--- src/rtl/aou_pkg.sv ---
package aou_pkg;

    typedef enum logic [1:0] {
        SRC_OADDR  = 2'd0,
        SRC_PC     = 2'd1,
        SRC_SP     = 2'd2,
        SRC_VECTOR = 2'd3
    } addr_src_e;

    typedef struct packed {
        addr_src_e src;
        logic      inc;
        logic      idx_en;
        logic      idx_is_flags;
    } addr_ctrl_t;

    typedef struct packed {
        logic load;
        logic ext;
    } opnd_ctrl_t;

    typedef struct packed {
        logic load;
        logic ext;
        logic ext_opnd;
    } oaddr_ctrl_t;

    typedef enum logic [1:0] {
        OA_HOLD     = 2'd0,
        OA_LOAD     = 2'd1,
        OA_EXTEND   = 2'd2,
        OA_FROM_OPN = 2'd3
    } oaddr_act_e;

    function automatic oaddr_act_e oaddr_decide(oaddr_ctrl_t c);
        if (c.load)          return OA_LOAD;
        else if (c.ext)      return OA_EXTEND;
        else if (c.ext_opnd) return OA_FROM_OPN;
        else                 return OA_HOLD;
    endfunction

endpackage

--- src/rtl/aou_addr_path.sv ---
module aou_addr_path
    import aou_pkg::*;
#(
    parameter int ADDR_W    = 16,
    parameter int IDX_W     = 32,
    parameter int VEC_W     = 4,
    parameter int VEC_SHIFT = 1,
    parameter logic [ADDR_W-1:0] VEC_BASE = 16'hFFE0
) (
    input  addr_ctrl_t        ctrl,
    input  logic [ADDR_W-1:0] oaddr,
    input  logic [ADDR_W-1:0] pc,
    input  logic [ADDR_W-1:0] sp,
    input  logic [VEC_W-1:0]  vec,
    input  logic [IDX_W-1:0]  idx,
    output logic [ADDR_W-1:0] addr
);
    logic [ADDR_W-1:0] base;
    logic [ADDR_W-1:0] vec_addr;
    logic [ADDR_W-1:0] idx_narrow;
    logic [ADDR_W-1:0] idx_term;
    logic [ADDR_W-1:0] inc_term;

    assign vec_addr = VEC_BASE + (ADDR_W'(vec) << VEC_SHIFT);

    generate
        if (IDX_W >= ADDR_W) begin : g_idx_trunc
            assign idx_narrow = idx[ADDR_W-1:0];
        end else begin : g_idx_zext
            assign idx_narrow = {{(ADDR_W-IDX_W){1'b0}}, idx};
        end
    endgenerate

    always_comb begin
        unique case (ctrl.src)
            SRC_OADDR:  base = oaddr;
            SRC_PC:     base = pc;
            SRC_SP:     base = sp;
            SRC_VECTOR: base = vec_addr;
            default:    base = oaddr;
        endcase
    end

    assign idx_term = (ctrl.idx_en && !ctrl.idx_is_flags) ? idx_narrow : '0;
    assign inc_term = ADDR_W'(ctrl.inc);
    assign addr     = base + idx_term + inc_term;

endmodule

--- src/rtl/aou_operand_reg.sv ---
module aou_operand_reg
    import aou_pkg::*;
#(
    parameter int BYTE_W = 8,
    parameter int BYTES  = 4
) (
    input  logic                    clk,
    input  logic                    rst,
    input  opnd_ctrl_t              ctrl,
    input  logic [BYTE_W-1:0]       rd,
    output logic [BYTE_W*BYTES-1:0] value
);
    localparam int CW = $clog2(BYTES + 1);
    localparam logic [CW-1:0] FULL = CW'(BYTES);

    logic [BYTE_W-1:0] lane_q [BYTES];
    logic [CW-1:0]     fill_q;
    logic              full;
    logic              do_ext;

    assign full   = (fill_q == FULL);
    assign do_ext = ctrl.ext && !ctrl.load && !full;

    genvar i;
    generate
        for (i = 0; i < BYTES; i++) begin : g_lane
            always_ff @(posedge clk) begin
                if (rst) begin
                    lane_q[i] <= '0;
                end else if (ctrl.load) begin
                    lane_q[i] <= (i == 0) ? rd : '0;
                end else if (do_ext && (fill_q == CW'(i))) begin
                    lane_q[i] <= rd;
                end
            end
            assign value[i*BYTE_W +: BYTE_W] = lane_q[i];
        end
    endgenerate

    always_ff @(posedge clk) begin
        if (rst) begin
            fill_q <= '0;
        end else if (ctrl.load) begin
            fill_q <= CW'(1);
        end else if (do_ext) begin
            fill_q <= fill_q + CW'(1);
        end
    end

endmodule

--- src/rtl/aou_oaddr_reg.sv ---
module aou_oaddr_reg
    import aou_pkg::*;
#(
    parameter int BYTE_W = 8,
    parameter int ADDR_W = 16
) (
    input  logic              clk,
    input  logic              rst,
    input  oaddr_ctrl_t       ctrl,
    input  logic [BYTE_W-1:0] rd,
    input  logic [BYTE_W-1:0] opnd_lo,
    output logic [ADDR_W-1:0] value
);
    localparam int HI_W = ADDR_W - BYTE_W;

    logic [ADDR_W-1:0] q;
    oaddr_act_e        act;

    assign act = oaddr_decide(ctrl);

    always_ff @(posedge clk) begin
        if (rst) begin
            q <= '0;
        end else begin
            unique case (act)
                OA_LOAD:     q <= {{HI_W{1'b0}}, rd};
                OA_EXTEND:   q <= {HI_W'(rd), q[BYTE_W-1:0]};
                OA_FROM_OPN: q <= {HI_W'(rd), opnd_lo};
                default:     q <= q;
            endcase
        end
    end

    assign value = q;

endmodule

--- src/rtl/addr_operand_unit.sv ---
module addr_operand_unit
    import aou_pkg::*;
#(
    parameter int ADDR_W     = 16,
    parameter int BYTE_W     = 8,
    parameter int OPND_BYTES = 4,
    parameter int IDX_W      = 32,
    parameter int VEC_W      = 4,
    localparam int OPND_W    = BYTE_W * OPND_BYTES
) (
    input  logic              clk,
    input  logic              rst,
    input  logic [1:0]        src_sel,
    input  logic              addr_inc,
    input  logic              idx_en,
    input  logic              idx_is_flags,
    input  logic [IDX_W-1:0]  idx_val,
    input  logic [ADDR_W-1:0] pc_in,
    input  logic [ADDR_W-1:0] sp_in,
    input  logic [VEC_W-1:0]  vec_sel,
    input  logic [BYTE_W-1:0] rd_data,
    input  logic              opnd_load,
    input  logic              opnd_ext,
    input  logic              oaddr_load,
    input  logic              oaddr_ext,
    input  logic              oaddr_ext_opnd,
    input  logic              pc_load,
    output logic [ADDR_W-1:0] mem_addr,
    output logic [OPND_W-1:0] operand,
    output logic [ADDR_W-1:0] pc_next
);
    addr_ctrl_t        a_ctrl;
    opnd_ctrl_t        o_ctrl;
    oaddr_ctrl_t       oa_ctrl;
    logic [ADDR_W-1:0] oaddr_q;

    assign a_ctrl  = '{src: addr_src_e'(src_sel), inc: addr_inc,
                       idx_en: idx_en, idx_is_flags: idx_is_flags};
    assign o_ctrl  = '{load: opnd_load, ext: opnd_ext};
    assign oa_ctrl = '{load: oaddr_load, ext: oaddr_ext, ext_opnd: oaddr_ext_opnd};

    aou_operand_reg #(.BYTE_W(BYTE_W), .BYTES(OPND_BYTES)) u_opnd (
        .clk   (clk),
        .rst   (rst),
        .ctrl  (o_ctrl),
        .rd    (rd_data),
        .value (operand)
    );

    aou_oaddr_reg #(.BYTE_W(BYTE_W), .ADDR_W(ADDR_W)) u_oaddr (
        .clk     (clk),
        .rst     (rst),
        .ctrl    (oa_ctrl),
        .rd      (rd_data),
        .opnd_lo (operand[BYTE_W-1:0]),
        .value   (oaddr_q)
    );

    aou_addr_path #(.ADDR_W(ADDR_W), .IDX_W(IDX_W), .VEC_W(VEC_W)) u_path (
        .ctrl  (a_ctrl),
        .oaddr (oaddr_q),
        .pc    (pc_in),
        .sp    (sp_in),
        .vec   (vec_sel),
        .idx   (idx_val),
        .addr  (mem_addr)
    );

    assign pc_next = pc_load ? oaddr_q : pc_in;

endmodule

--- config.mk ---
export PLATFORM = sky130hd
export DESIGN_NAME = addr_operand_unit
export DESIGN_NICKNAME = d
export VERILOG_FILES = /design/src/rtl/aou_pkg.sv /design/src/rtl/aou_addr_path.sv /design/src/rtl/aou_operand_reg.sv /design/src/rtl/aou_oaddr_reg.sv /design/src/rtl/addr_operand_unit.sv
export SDC_FILE = /design/constraint.sdc
export NUM_CORES = 1
export LEC_CHECK = 0
export BUFFER_PORTS_ARGS = -buffer_cell sky130_fd_sc_hd__buf_2
export CAP_MARGIN = 0
export CORE_MARGIN = 2
export CORE_UTILIZATION = 48
export DETAILED_ROUTE_END_ITERATION = 6
export GPL_TIMING_DRIVEN = 0
export PLACE_DENSITY = 0.81
export SETUP_SLACK_MARGIN = 0.4
export SYNTH_ARGS = -nofsm -noshare
export SYNTH_HDL_FRONTEND = slang
export SYNTH_SLANG_ARGS = --single-unit
export TNS_END_PERCENT = 20
--- constraint.sdc ---
create_clock -name clk -period 5.4 [get_ports clk]
set_input_delay 1.08 -clock clk [delete_from_list [all_inputs] [get_ports clk]]
set_output_delay 1.08 -clock clk [all_outputs]
set_load 0.1 [all_outputs]
==> summary.md, run 1 <==
| Metric | Value |
|---|---|
| Global-route wire length before repair | `13350 microns` |
| Area added between synthesis and finish | `29.29%` |
| Total non-filler cell area in the finished layout | `4457 sq um` |
| Via count of the first global-routing pass | `2837` |
| Least setup slack across all paths after layout | `0.4849 ns` |
| Max Clock Freq | `roughly 200 MHz` |
| Total count of hold-check failures in the final report | `0` |
| Static leakage power | `0.002104 uW` |
| Synth unique cells | `37` |
| Average wire per standard cell | `14.91 microns` |
| Tightest Hold Check Type | `reg -> reg` |
| Non-filler instance count after layout | `584` |
| Total iterations of the first detailed-routing run | `4` |
| Net Count, Synth | `459` |
| Slew headroom | `between 50% and 60%` |
| Series of cell instances along the critical path | `buf_2, mux4_2, ha_1, a21o_1, a211o_1, o211ai_2, o21ai_0, a21oi_1, xnor2_2, buf_2` |
| Util after Layout | `64.88%` |
| Critical path data arrival time | `3.84 ns` |
| Global routing usage summed across all routing layers | `22.05%` |
| Setup repair after global routing missed its margin | `true` |
| Number of register bits inferred by synthesis | `51` |
| Synthesis Warnings | `0` |
| Register clock-pin slew on the reported worst setup and hold paths | `0.09 ns` |
| Post-route DRC | `0` |
| Final worst-path cycle share | `about nine tenths` |
| Setup Crit Path Kind | `in -> out` |
| CTS tree | `yes` |
| Dominant cell type by area after synthesis | `edfxtp_1` |
| Number of flops mapped to enable cells by yosys | `32` |
| Worst Setup Start Kind | `input pin` |
| Sinks on the clock net | `51` |
| CP Buf/Inv Count | `2` |
| Most instantiated flip-flop cell in the synthesis netlist | `edfxtp_1` |
| # nets final | `~600` |
| Leading post-synthesis cells by instance count | `and2_1, edfxtp_1, a21oi_1` |
| Iteration-0 DRC Markers | `145` |
| Number of clock buffers inserted by TritonCTS | `5` |
| Placement row count | `30` |
| Number of placed cells counting well taps | `575` |
| I/O Buffers | `130` |
| Post-DP HPWL | `6874 microns` |
| Crit-path slowest cell | `mux4_2` |
| Most common cell in the netlist | `and2_1` |
| Transition time of the tightest slew-check pin | `0.6801 ns` |
| Post-layout min period | `4.915 ns` |
| Clock tree skew after final layout | `between 0.01 and 0.015 ns` |
| Max_cap viols | `0` |
| Number of pins with negative max-slew slack in the final report | `0` |
| Cell count after synthesis | `349` |
| Wire length after detailed routing | `8705 microns` |
| Area of the mapped netlist | `3447 sq um` |
| Proportion of layout cells with a drive suffix above 1 | `a little over 40%` |
| Placer Congestion | `0.9188` |
| Pre-CTS WS | `-0.1335 ns` |
| Synth top area share | `between 20% and 30%` |
| Ratio of total power to cell area | `296.8 nW/um^2` |
| # H-tree levels | `2` |
| Die area | `7875 sq um` |
| Antenna Cells | `0` |
| Most numerous cell on the critical path | `buf_2` |
| Maximum number of pins on one net before global-route repair | `17` |
| Avg Inst Size Synth | `between 9 and 10 sq um` |
| Number of routed nets with antenna violations | `0` |
| Hold-fix buffers, CTS | `0` |
| DIE HEIGHT | `88.74 microns` |
| Count of final setup violators | `0` |
| Capturing element type of the critical path | `output pin` |
| FFs w/ async S/R, synth | `0%` |
| Ports | `roughly 150` |
| DR vias | `3007` |
| Worst Path Required | `4.32 ns` |
| Slowest stage delay, CP | `~0.56 ns` |
| Total placed instance area | `4293 sq um` |
| Placeable Area | `6869 sq um` |
| Clock latency at the later pin of the worst-skew pair | `between 0.3 and 0.4 ns` |
| Buffer type at the clock tree root | `clkbuf_8` |
| Detailed-route vias per instance | `just over 5` |
| Number of antenna violations at the first check in global routing | `0` |
| Crit path max-delay family | `compound AO/OA/AOI/OAI gates` |
| Die width | `88.74 microns` |
| Cell types occupying the most area after synthesis | `edfxtp_1, dfxtp_1, mux2_2, and2_1, ha_1` |
| Final global-route overflow total | `0` |
| Result of the run | `finished clean` |
| Biggest fanout along the worst timing path | `8` |
| Maximum VDD drop | `~0.17 mV` |
| Sequential-to-total area share from yosys stat | `38.91%` |
| Starting utilization of the core area | `50.18%` |
| Maximum number of buffers from clock root to sink | `2` |
-- layer usage --
metal	wire, microns	up-vias	track usage, %
li1	-	1518	-
met1	3772	1380	29.11
met2	4454	103	38.13
met3	447	6	4.291
met4	31	0	3.719
met5	0	-	0
-- through the flow --
| stage | TNS, ns | power (uW) | hold WS, ns |
|---|---|---|---|
| after global placement | -0.1406 | 1084 | 0.4583 |
| after floorplan | 0 | 982.5 | 0.4390 |
| after CTS | 0 | 1311 | 0.4686 |
| after detailed placement | -0.2389 | 1091 | 0.4559 |
| after global routing | 0 | 1372 | 0.4892 |
| final | 0 | 1323 | 0.4682 |
-- repair_timing --
action | CTS | global route
cloned | 0 | 0
gates resized for setup | 13 | 11
buffers inserted | 1 | 0
pin swaps | 1 | 1
setup endpoints to repair | 10 | 8
-- power breakdown --
part / switching [uW] / internal [uW]
clock: 130 / 91.1
sequential: 10.6 / 435
combinational: 502 / 155
-- path summary, 6_finish.rpt --
kind                                        from                                end  slack [ns]  depth (start not counted)
setup / recovery                      src_sel[1]                       mem_addr[15]        0.48                         10
setup reg to reg   u_opnd.fill_q[0]$_SDFFE_PP0P_  u_opnd.lane_q[3][6]$_SDFFCE_PN0P_        3.30                          6
hold / removal    u_oaddr.value[15]$_SDFFE_PP0P_     u_oaddr.value[15]$_SDFFE_PP0P_        0.47                          2
hold reg to reg   u_oaddr.value[15]$_SDFFE_PP0P_     u_oaddr.value[15]$_SDFFE_PP0P_        0.47                          2
-- kinds of logic (layout without fill, tap and decap cells) --
kind of cell    after synthesis  after routing  synth area share, %
fa+ha+maj                    21             21                8.058
buf+inv                      28            167                3.158
simple gates                119            119                17.75
xor+xnor                     15             15                3.811
mux                          40             40                14.05
compound gates               75             75                14.26
flops                        51             51                38.91
-- cell usage in the layout, fill, tap and decap left out, types with 2 or more instances in the layout --
cell and instances:
a21o_1 3, a21oi_1 30, and2_1 48, and3_1 3, buf_2 129, buf_6 4, clkbuf_1 8, clkbuf_2 3
clkbuf_8 5, dfxtp_1 19, edfxtp_1 32, ha_1 19, inv_1 12, mux2_2 27, mux2i_1 9, mux4_2 4
nand2_1 22, nand2b_1 6, nand3_1 2, nor2_1 28, nor2b_1 2, nor3_1 4, o211ai_1 3, o211ai_2 3
o21ai_0 17, o22a_1 10, xnor2_1 4, xnor2_2 5, xor2_1 3, xor2_2 2
-- area by class of cell --
class / instances / area (sq um)
Fill cell: 572 / 2412
Multi-Input combinational cell: 270 / 2092
Sequential cell: 51 / 1341
Timing Repair Buffer: 131 / 694.4
Tap cell: 96 / 120.1
Buffer: 16 / 76.32
Clock buffer: 5 / 68.82
Inverter: 12 / 45.04
Clock inverter: 3 / 18.77
-- worst min-delay path, cell delays in order, from the launching register on --
cell,delay (ns)
dfxtp_1,0.33
nand2_1,0.05
a21oi_1,0.05
-- registers in the layout (all words and copies together), names as in the netlist --
| name | flops |
|---|---|
| u_opnd.fill_q | 3 |
| u_oaddr.value | 16 |
| u_opnd.lane_q | 32 |
Note: power is estimated with default switching activity, not from simulation.
==> run 2: changes to the inputs <==
--- a/config.mk
+++ b/config.mk
@@ -5,10 +5,11 @@
 export SDC_FILE = /design/constraint.sdc
 export NUM_CORES = 1
 export LEC_CHECK = 0
+export ABC_AREA = 1
 export BUFFER_PORTS_ARGS = -buffer_cell sky130_fd_sc_hd__buf_2
 export CAP_MARGIN = 0
 export CORE_MARGIN = 2
-export CORE_UTILIZATION = 48
+export CORE_UTILIZATION = 49
 export DETAILED_ROUTE_END_ITERATION = 6
 export GPL_TIMING_DRIVEN = 0
 export PLACE_DENSITY = 0.81
==> run 2 against run 1 <==
Compared with the run above:
- utilization shrank 1.6 points
- maximum frequency rose by 2.5%
- clock power increased by 18%
- largest cell class unchanged
- register-to-register slack better by 0.38 ns
- critical path depth up 3
- clock-buffer cell count unchanged
- highest routed layer unchanged
- largest power group unchanged
- synthesized cell count increased by 50%
- cell count up 31%
- critical path type unchanged
- flip-flop and latch count is the same
- setup slack better by 0.12 ns
==> summary.md, run 2 <==
| Metric | Value |
|---|---|
| Result of the run | `finished clean (unchanged)` |
| Ports | `153 (unchanged)` |
| Synthesis Warnings | `0 (unchanged)` |
| I/O Buffers | `134 (was 130)` |
| Antenna Cells | `0 (unchanged)` |
| Origin of the worst setup path | `src_sel[1] (unchanged)` |
| DIE HEIGHT | `90.59 microns (was 88.74 microns)` |
| Placer Congestion | `0.9537 (was 0.9188)` |
| Cell-internal power | `697.5 uW (was 680.7 uW)` |
| Transition time of the tightest slew-check pin | `0.5156 ns (was 0.6801 ns)` |
| Placeable Area | `7253 sq um (was 6869 sq um)` |
| Die area | `8206 sq um (was 7875 sq um)` |
| Setup repair after global routing missed its margin | `false (was true)` |
| Maximum number of pins on one net before global-route repair | `17 (unchanged)` |
| Number of clock buffers inserted by TritonCTS | `5 (unchanged)` |
| Number of placed cells counting well taps | `756 (was 575)` |
| Maximum number of buffers from clock root to sink | `2 (unchanged)` |
| Starting utilization of the core area | `50.65% (was 50.18%)` |
| # H-tree levels | `2 (unchanged)` |
| Pre-CTS WS | `0.6142 ns (was -0.1335 ns)` |
| Sequential cell area | `1341 sq um (unchanged)` |
| Count of final setup violators | `0 (unchanged)` |
| Post-layout min period | `4.796 ns (was 4.915 ns)` |
| Register clock-pin slew on the reported worst setup and hold paths | `0.09 ns (about the same)` |
| Leading cell types in the layout, fill and taps excluded | `buf_2, nand2_1, inv_1 (was buf_2, and2_1, edfxtp_1)` |
| # nets final | `774 (was 597)` |
| Most instantiated flip-flop cell in the synthesis netlist | `edfxtp_1 (unchanged)` |
| Slew headroom | `65.86% (was 54.31%)` |
| Max_cap viols | `0 (unchanged)` |
| Final worst-path cycle share | `88.82% (was 91.02%)` |
| Clock latency at the later pin of the worst-skew pair | `0.30 ns (was 0.31 ns)` |
| Avg Inst Size Synth | `7.024 sq um (was 9.877 sq um)` |
| Sequential-to-total area share from yosys stat | `36.51% (was 38.91%)` |
| Global-route wire length before repair | `16480 microns (was 13350 microns)` |
| Least setup slack across all paths after layout | `0.6037 ns (was 0.4849 ns)` |
| Filler Cells Inserted | `687 (was 572)` |
| Wire length after detailed routing | `10180 microns (was 8705 microns)` |
| Hold path startpoint | `u_opnd.fill_q[2]$_SDFFE_PP0P_ (was u_oaddr.value[15]$_SDFFE_PP0P_)` |
| Iteration-0 DRC Markers | `182 (was 145)` |
| Maximum VDD drop | `0.3178 mV (was 0.1710 mV)` |
| Number of flops mapped to enable cells by yosys | `32 (unchanged)` |
| Critical path data arrival time | `3.72 ns (was 3.84 ns)` |
| Number of antenna violations at the first check in global routing | `0 (unchanged)` |
| Setup Crit Path Kind | `in -> out (unchanged)` |
| Non-filler instance count after layout | `764 (was 584)` |
| Total iterations of the first detailed-routing run | `5 (was 4)` |
| Clock tree skew after final layout | `0.009443 ns (was 0.01405 ns)` |
| Final global-route overflow total | `0 (unchanged)` |
| Worst Setup Start Kind | `input pin (unchanged)` |
| Average wire per standard cell | `13.33 microns (was 14.91 microns)` |
| Reg-to-Reg Start | `u_opnd.fill_q[0]$_SDFFE_PP0P_ (unchanged)` |
| Switching Share | `49.02% (was 48.55%)` |
| Biggest fanout along the worst timing path | `8 (unchanged)` |
| Net switching power | `670.6 uW (was 642.2 uW)` |
| Most common cell in the netlist | `nand2_1 (was and2_1)` |
| FFs w/ async S/R, synth | `0% (unchanged)` |
| Number of pins with negative max-slew slack in the final report | `0 (unchanged)` |
| Synth unique cells | `37 (unchanged)` |
| Area of the mapped netlist | `3674 sq um (was 3447 sq um)` |
| Area added between synthesis and finish | `24.97% (was 29.29%)` |
| Capturing element type of the critical path | `output pin (unchanged)` |
| Ratio of total power to cell area | `298.0 nW/um^2 (was 296.8 nW/um^2)` |
| Number of register bits inferred by synthesis | `51 (unchanged)` |
| Detailed-route vias per instance | `5.092 (was 5.149)` |
| Cell types occupying the most area after synthesis | `edfxtp_1, nand2_1, dfxtp_1, inv_1, ha_1 (was edfxtp_1, dfxtp_1, mux2_2, and2_1, ha_1)` |
| Via count of the first global-routing pass | `3730 (was 2837)` |
| Synth top area share | `26.16% (was 27.88%)` |
| Util after Layout | `63.29% (was 64.88%)` |
| Proportion of layout cells with a drive suffix above 1 | `26.02% (was 40.37%)` |
| Hold-fix buffers, CTS | `0 (unchanged)` |
| Static leakage power | `0.002564 uW (was 0.002104 uW)` |
| Post-route DRC | `0 (unchanged)` |
| Post-DP HPWL | `8506 microns (was 6874 microns)` |
| Tightest Hold Check Type | `reg -> reg (unchanged)` |
| Comb power frac | `48.3% (was 49.6%)` |
| DR vias | `3890 (was 3007)` |
| Buffer type at the clock tree root | `clkbuf_8 (unchanged)` |
| Sinks on the clock net | `51 (unchanged)` |
| Die width | `90.59 microns (was 88.74 microns)` |
| Most common cell after layout, fill and taps aside | `buf_2 (unchanged)` |
| Total count of hold-check failures in the final report | `0 (unchanged)` |
| Cell count after synthesis | `523 (was 349)` |
| Largest register by flop count | `u_opnd.lane_q (unchanged)` |
| Largest register FFs | `32 (unchanged)` |
| Area used by multi-input combinational logic | `1876 sq um (was 2092 sq um)` |
| Worst Path Required | `4.32 ns (about the same)` |
| Net Count, Synth | `633 (was 459)` |
| Final-layout setup total negative slack | `0 ns (unchanged)` |
| Global routing usage summed across all routing layers | `24.66% (was 22.05%)` |
| Leading post-synthesis cells by instance count | `nand2_1, inv_1, nor2_1 (was and2_1, edfxtp_1, a21oi_1)` |
| Number of routed nets with antenna violations | `0 (unchanged)` |
| Clock Power Share | `19.1% (was 16.7%)` |
| CTS tree | `yes (unchanged)` |
| Max Clock Freq | `208.5 MHz (was 203.5 MHz)` |
| Dominant cell type by area after synthesis | `edfxtp_1 (unchanged)` |
| Placement row count | `31 (was 30)` |
| Sequential group share of total power | `32.6% (was 33.7%)` |
| Total power consumption of the routed design | `1368 uW (was 1323 uW)` |
## run 2: cell types whose count changed after synthesis, moves of 11 or more
cell	delta
o21ai_0	+11
a21oi_1	+13
nand2_1	+108
nand3_1	+21
and2_1	-48
inv_1	+87
mux2_2	-26
nor2_1	+35
## run 2: timing repair
item,in CTS,in global routing
gates resized for setup,0,1
endpoints found under the setup margin,0,1
buffers inserted,0,0
## run 2: worst paths after layout
kind,cells past startpoint,slack (ns),to
worst max-delay path,13,0.60,mem_addr[8]
worst min-delay path,2,0.47,u_opnd.fill_q[2]$_SDFFE_PP0P_
worst max register to register,7,3.68,u_opnd.lane_q[3][0]$_SDFFCE_PN0P_
worst min register to register,2,0.47,u_opnd.fill_q[2]$_SDFFE_PP0P_
## run 2: metal layers
metal	up-vias	GRT usage, %	part of all wire, %
li1	1948	-	-
met1	1742	27.61	39
met2	180	44.53	49
met3	20	7.012	9.3
met4	0	8.590	2.2
met5	-	0	0
## run 2: cell type report
type | instances | share of cell area, %
multi-input cells | 356 | 40.86
flip-flops and latches | 51 | 29.22
repair buffers | 134 | 14.66
inverters | 106 | 8.722
well taps | 99 | 2.698
clock buffers | 5 | 1.499
plain buffers | 10 | 1.390
clock inverters | 3 | 0.9539
## run 2: cells by family (layout without fill, tap and decap cells)
family,after synthesis,in the layout,synth area share [%]
AO/OA/AOI/OAI,93,93,14.10
buffers and inverters,116,258,12.64
adder cells (fa/ha/maj),21,21,7.561
AND/OR/NAND/NOR,234,234,27.21
XOR/XNOR,7,7,1.669
flip-flops,51,51,36.51
multiplexers,1,1,0.3065
## run 2: stage by stage
stage | cell area [sq um] | hold slack (ns)
floorplan | 3681 | 0.4353
CTS | 4588 | 0.4734
global route | 4591 | 0.5073
global placement | 4476 | 0.4434
detailed placement | 4476 | 0.4556
finish | 4591 | 0.4728
## run 2: critical path, cell delays in order
cell and delay (ns):
buf_6 0.12, inv_2 0.14, nand2_1 0.23, nor2_1 0.15, a221oi_1 0.09, fa_1 0.43, fa_1 0.42, inv_1 0.10
nand3_1 0.07, nand3_1 0.16, a21oi_1 0.14, xnor2_2 0.15, buf_2 0.44
## run 2: power groups by stage
| stage | clock network (uW) | logic, uW | registers, uW |
|---|---|---|---|
| final | 261 | 660 | 447 |
| after detailed placement | 0 | 658 | 455 |
| after global routing | 281 | 698 | 450 |
| after global placement | 0 | 653 | 454 |
| after CTS | 266 | 659 | 447 |
| after floorplan | 0 | 436 | 555 |
==> run 3: changes to the inputs <==
--- a/config.mk
+++ b/config.mk
@@ -13,6 +13,7 @@
 export DETAILED_ROUTE_END_ITERATION = 6
 export GPL_TIMING_DRIVEN = 0
 export PLACE_DENSITY = 0.81
+export RECOVER_POWER = 100
 export SETUP_SLACK_MARGIN = 0.4
 export SYNTH_ARGS = -nofsm -noshare
 export SYNTH_HDL_FRONTEND = slang
==> run 3 against run 2 <==
Compared with the run above:
- clock skew decreased by 0.0013 ns
- critical endpoint is now mem_addr[11]
- sequential share of layout area increased by 0.89 points
- setup slack got worse by 0.091 ns
- via count increased by 0.10%
- flip-flop and latch count unchanged
- worst hold slack got worse by 0.0039 ns
==> summary.md, run 3 (synthesis results as in run 2) <==
| Metric | Value |
|---|---|
| Result of the run | `finished clean (unchanged)` |
| Maximum number of pins on one net before global-route repair | `17 (unchanged)` |
| Worst Setup Start Kind | `input pin (unchanged)` |
| Filler Cells Inserted | `736 (was 687)` |
| Iteration-0 DRC Markers | `195 (was 182)` |
| Maximum number of buffers from clock root to sink | `2 (unchanged)` |
| Ratio of total power to cell area | `304.0 nW/um^2 (was 298.0 nW/um^2)` |
| Post-layout min period | `4.887 ns (was 4.796 ns)` |
| Cell depth of the worst flop-to-flop path | `7 (unchanged)` |
| Transition time of the tightest slew-check pin | `1.231 ns (was 0.5156 ns)` |
| Die width | `90.59 microns (unchanged)` |
| Global routing usage summed across all routing layers | `24.66% (unchanged)` |
| Slew headroom | `18.26% (was 65.86%)` |
| Biggest fanout along the worst timing path | `8 (unchanged)` |
| Placeable Area | `7253 sq um (unchanged)` |
| DIE HEIGHT | `90.59 microns (unchanged)` |
| Proportion of layout cells with a drive suffix above 1 | `14.74% (was 26.02%)` |
| Hold-fix buffers, CTS | `0 (unchanged)` |
| Worst hold stages | `2 (unchanged)` |
| Reg-to-Reg Start | `u_opnd.fill_q[0]$_SDFFE_PP0P_ (unchanged)` |
| Pre-CTS WS | `0.6142 ns (unchanged)` |
| Total non-filler cell area in the finished layout | `4456 sq um (was 4591 sq um)` |
| Number of clock buffers inserted by TritonCTS | `5 (unchanged)` |
| Via count of the first global-routing pass | `3730 (unchanged)` |
| Tightest Hold Check Type | `reg -> reg (unchanged)` |
| Antenna Cells | `0 (unchanged)` |
| Worst Path Required | `4.32 ns (about the same)` |
| Placement row count | `31 (unchanged)` |
| Detailed-route vias per instance | `5.097 (was 5.092)` |
| Number of routed nets with antenna violations | `0 (unchanged)` |
| # H-tree levels | `2 (unchanged)` |
| Max_cap viols | `0 (unchanged)` |
| Worst reg2reg setup slack | `3.45 ns (was 3.68 ns)` |
| I/O Buffers | `134 (unchanged)` |
| Global-route wire length before repair | `16480 microns (unchanged)` |
| Starting utilization of the core area | `50.65% (unchanged)` |
| Total iterations of the first detailed-routing run | `5 (unchanged)` |
| CTS tree | `yes (unchanged)` |
| Sinks on the clock net | `51 (unchanged)` |
| Buffer type at the clock tree root | `clkbuf_8 (unchanged)` |
| Total placed instance area | `4476 sq um (unchanged)` |
| # nets final | `774 (unchanged)` |
| Destination of the worst register-to-register timing path | `u_opnd.lane_q[3][5]$_SDFFCE_PN0P_ (was u_opnd.lane_q[3][0]$_SDFFCE_PN0P_)` |
| Number of pins with negative max-slew slack in the final report | `0 (unchanged)` |
| Hold path startpoint | `u_opnd.fill_q[2]$_SDFFE_PP0P_ (unchanged)` |
| Total power consumption of the routed design | `1354 uW (was 1368 uW)` |
| Register clock-pin slew on the reported worst setup and hold paths | `0.09 ns (about the same)` |
| Capturing element type of the critical path | `output pin (unchanged)` |
| Most common cell after layout, fill and taps aside | `nand2_1 (was buf_2)` |
| Setup repair after global routing missed its margin | `false (unchanged)` |
| Clock tree skew after final layout | `0.008153 ns (was 0.009443 ns)` |
| Static leakage power | `0.002356 uW (was 0.002564 uW)` |
| Ports | `153 (unchanged)` |
| Area added between synthesis and finish | `21.29% (was 24.97%)` |
| Setup Crit Path Kind | `in -> out (unchanged)` |
| Wire length after detailed routing | `10260 microns (was 10180 microns)` |
| Final-layout setup total negative slack | `0 ns (unchanged)` |
| Largest register FFs | `32 (unchanged)` |
| Least setup slack across all paths after layout | `0.5129 ns (was 0.6037 ns)` |
| Leading cell types in the layout, fill and taps excluded | `nand2_1, inv_1, buf_2 (was buf_2, nand2_1, inv_1)` |
| Total count of hold-check failures in the final report | `0 (unchanged)` |
| Average wire per standard cell | `13.42 microns (was 13.33 microns)` |
| DR vias | `3894 (was 3890)` |
| Post-route DRC | `0 (unchanged)` |
| Clock latency at the later pin of the worst-skew pair | `0.31 ns (was 0.30 ns)` |
| Number of antenna violations at the first check in global routing | `0 (unchanged)` |
| Max Clock Freq | `204.6 MHz (was 208.5 MHz)` |
| Count of final setup violators | `0 (unchanged)` |
| Final worst-path cycle share | `90.50% (was 88.82%)` |
| Largest register by flop count | `u_opnd.lane_q (unchanged)` |
| Maximum VDD drop | `0.3166 mV (was 0.3178 mV)` |
| Placer Congestion | `0.9537 (unchanged)` |
| Critical path data arrival time | `3.81 ns (was 3.72 ns)` |
| Final global-route overflow total | `0 (unchanged)` |
| Post-DP HPWL | `8506 microns (unchanged)` |
| Min-Delay Endpoint | `u_opnd.fill_q[2]$_SDFFE_PP0P_ (unchanged)` |
| Die area | `8206 sq um (unchanged)` |
==> run 3: cell count changes in the layout (fill, tap and decap cells not counted), moves of 3 or more <==
cell,change
buf_2,-66
clkbuf_1,+61
clkbuf_2,+6
nor2_1,+4
nand3_1,+3
==> run 3: repair_timing <==
item | CTS | global route
buffers inserted | 0 | 0
endpoints found under the setup margin | 0 | 1
gates resized for setup | 0 | 1
hold endpoints to repair | 0 | 0
==> run 3: power breakdown <==
part	switching, uW	internal (uW)	leakage [uW]
logic	535	110	0.00179
registers	11.6	436	0.000513
clock network	125	138	0.0000581
total	671	683	0.00236
==> run 3: how the worst max path moves through the flow <==
stage	from	to	slack (ns)	cells past startpoint
6_report	src_sel[1]	mem_addr[11]	0.51	16
5_1_grt	idx_is_flags	mem_addr[15]	0.29	14
4_1_cts	src_sel[1]	mem_addr[12]	0.61	15
3_5_place_dp	src_sel[1]	mem_addr[12]	0.61	15
3_3_place_gp	src_sel[1]	mem_addr[12]	0.66	15
2_1_floorplan	src_sel[1]	mem_addr[6]	0.17	11
==> run 3: layout make-up <==
class	count	area, sq um	share of cell area, %
timing repair buffer	134	595.6	13.37
clock inverter	3	43.79	0.9829
multi-input combinational	356	1819	40.83
inverter	106	400.4	8.986
sequential	51	1341	30.10
tap	99	123.9	2.780
buffer	10	62.56	1.404
clock buffer	5	68.82	1.545
==> run 3: per-layer routing <==
layer  track usage, %  wire, microns
met1            27.61           4000
met2            44.53           4972
met3            7.012           1007
met4            8.590            274
met5                0              0
==> run 3: worst max-delay path: stages <==
cell and delay [ns]:
buf_6 0.12, inv_2 0.14, nand2_1 0.23, nor2_1 0.15, a221oi_1 0.09, fa_1 0.43
inv_1 0.07, nand3_1 0.07, nand2_1 0.13, nand2_1 0.06, nand2_1 0.13, nand2_1 0.09
nand2_1 0.06, nand2_1 0.04, nand2_1 0.05, clkbuf_1 0.86
==> run 3: per-stage QoR <==
step | std cells | hold slack (ns) | utilization, %
finish | 764 | 0.4690 | 61.43
global route | 764 | 0.5071 | 61.43
CTS | 764 | 0.4734 | 63.26
detailed placement | 756 | 0.4556 | 61.70
global placement | 756 | 0.4434 | 61.70
floorplan | 523 | 0.4353 | -
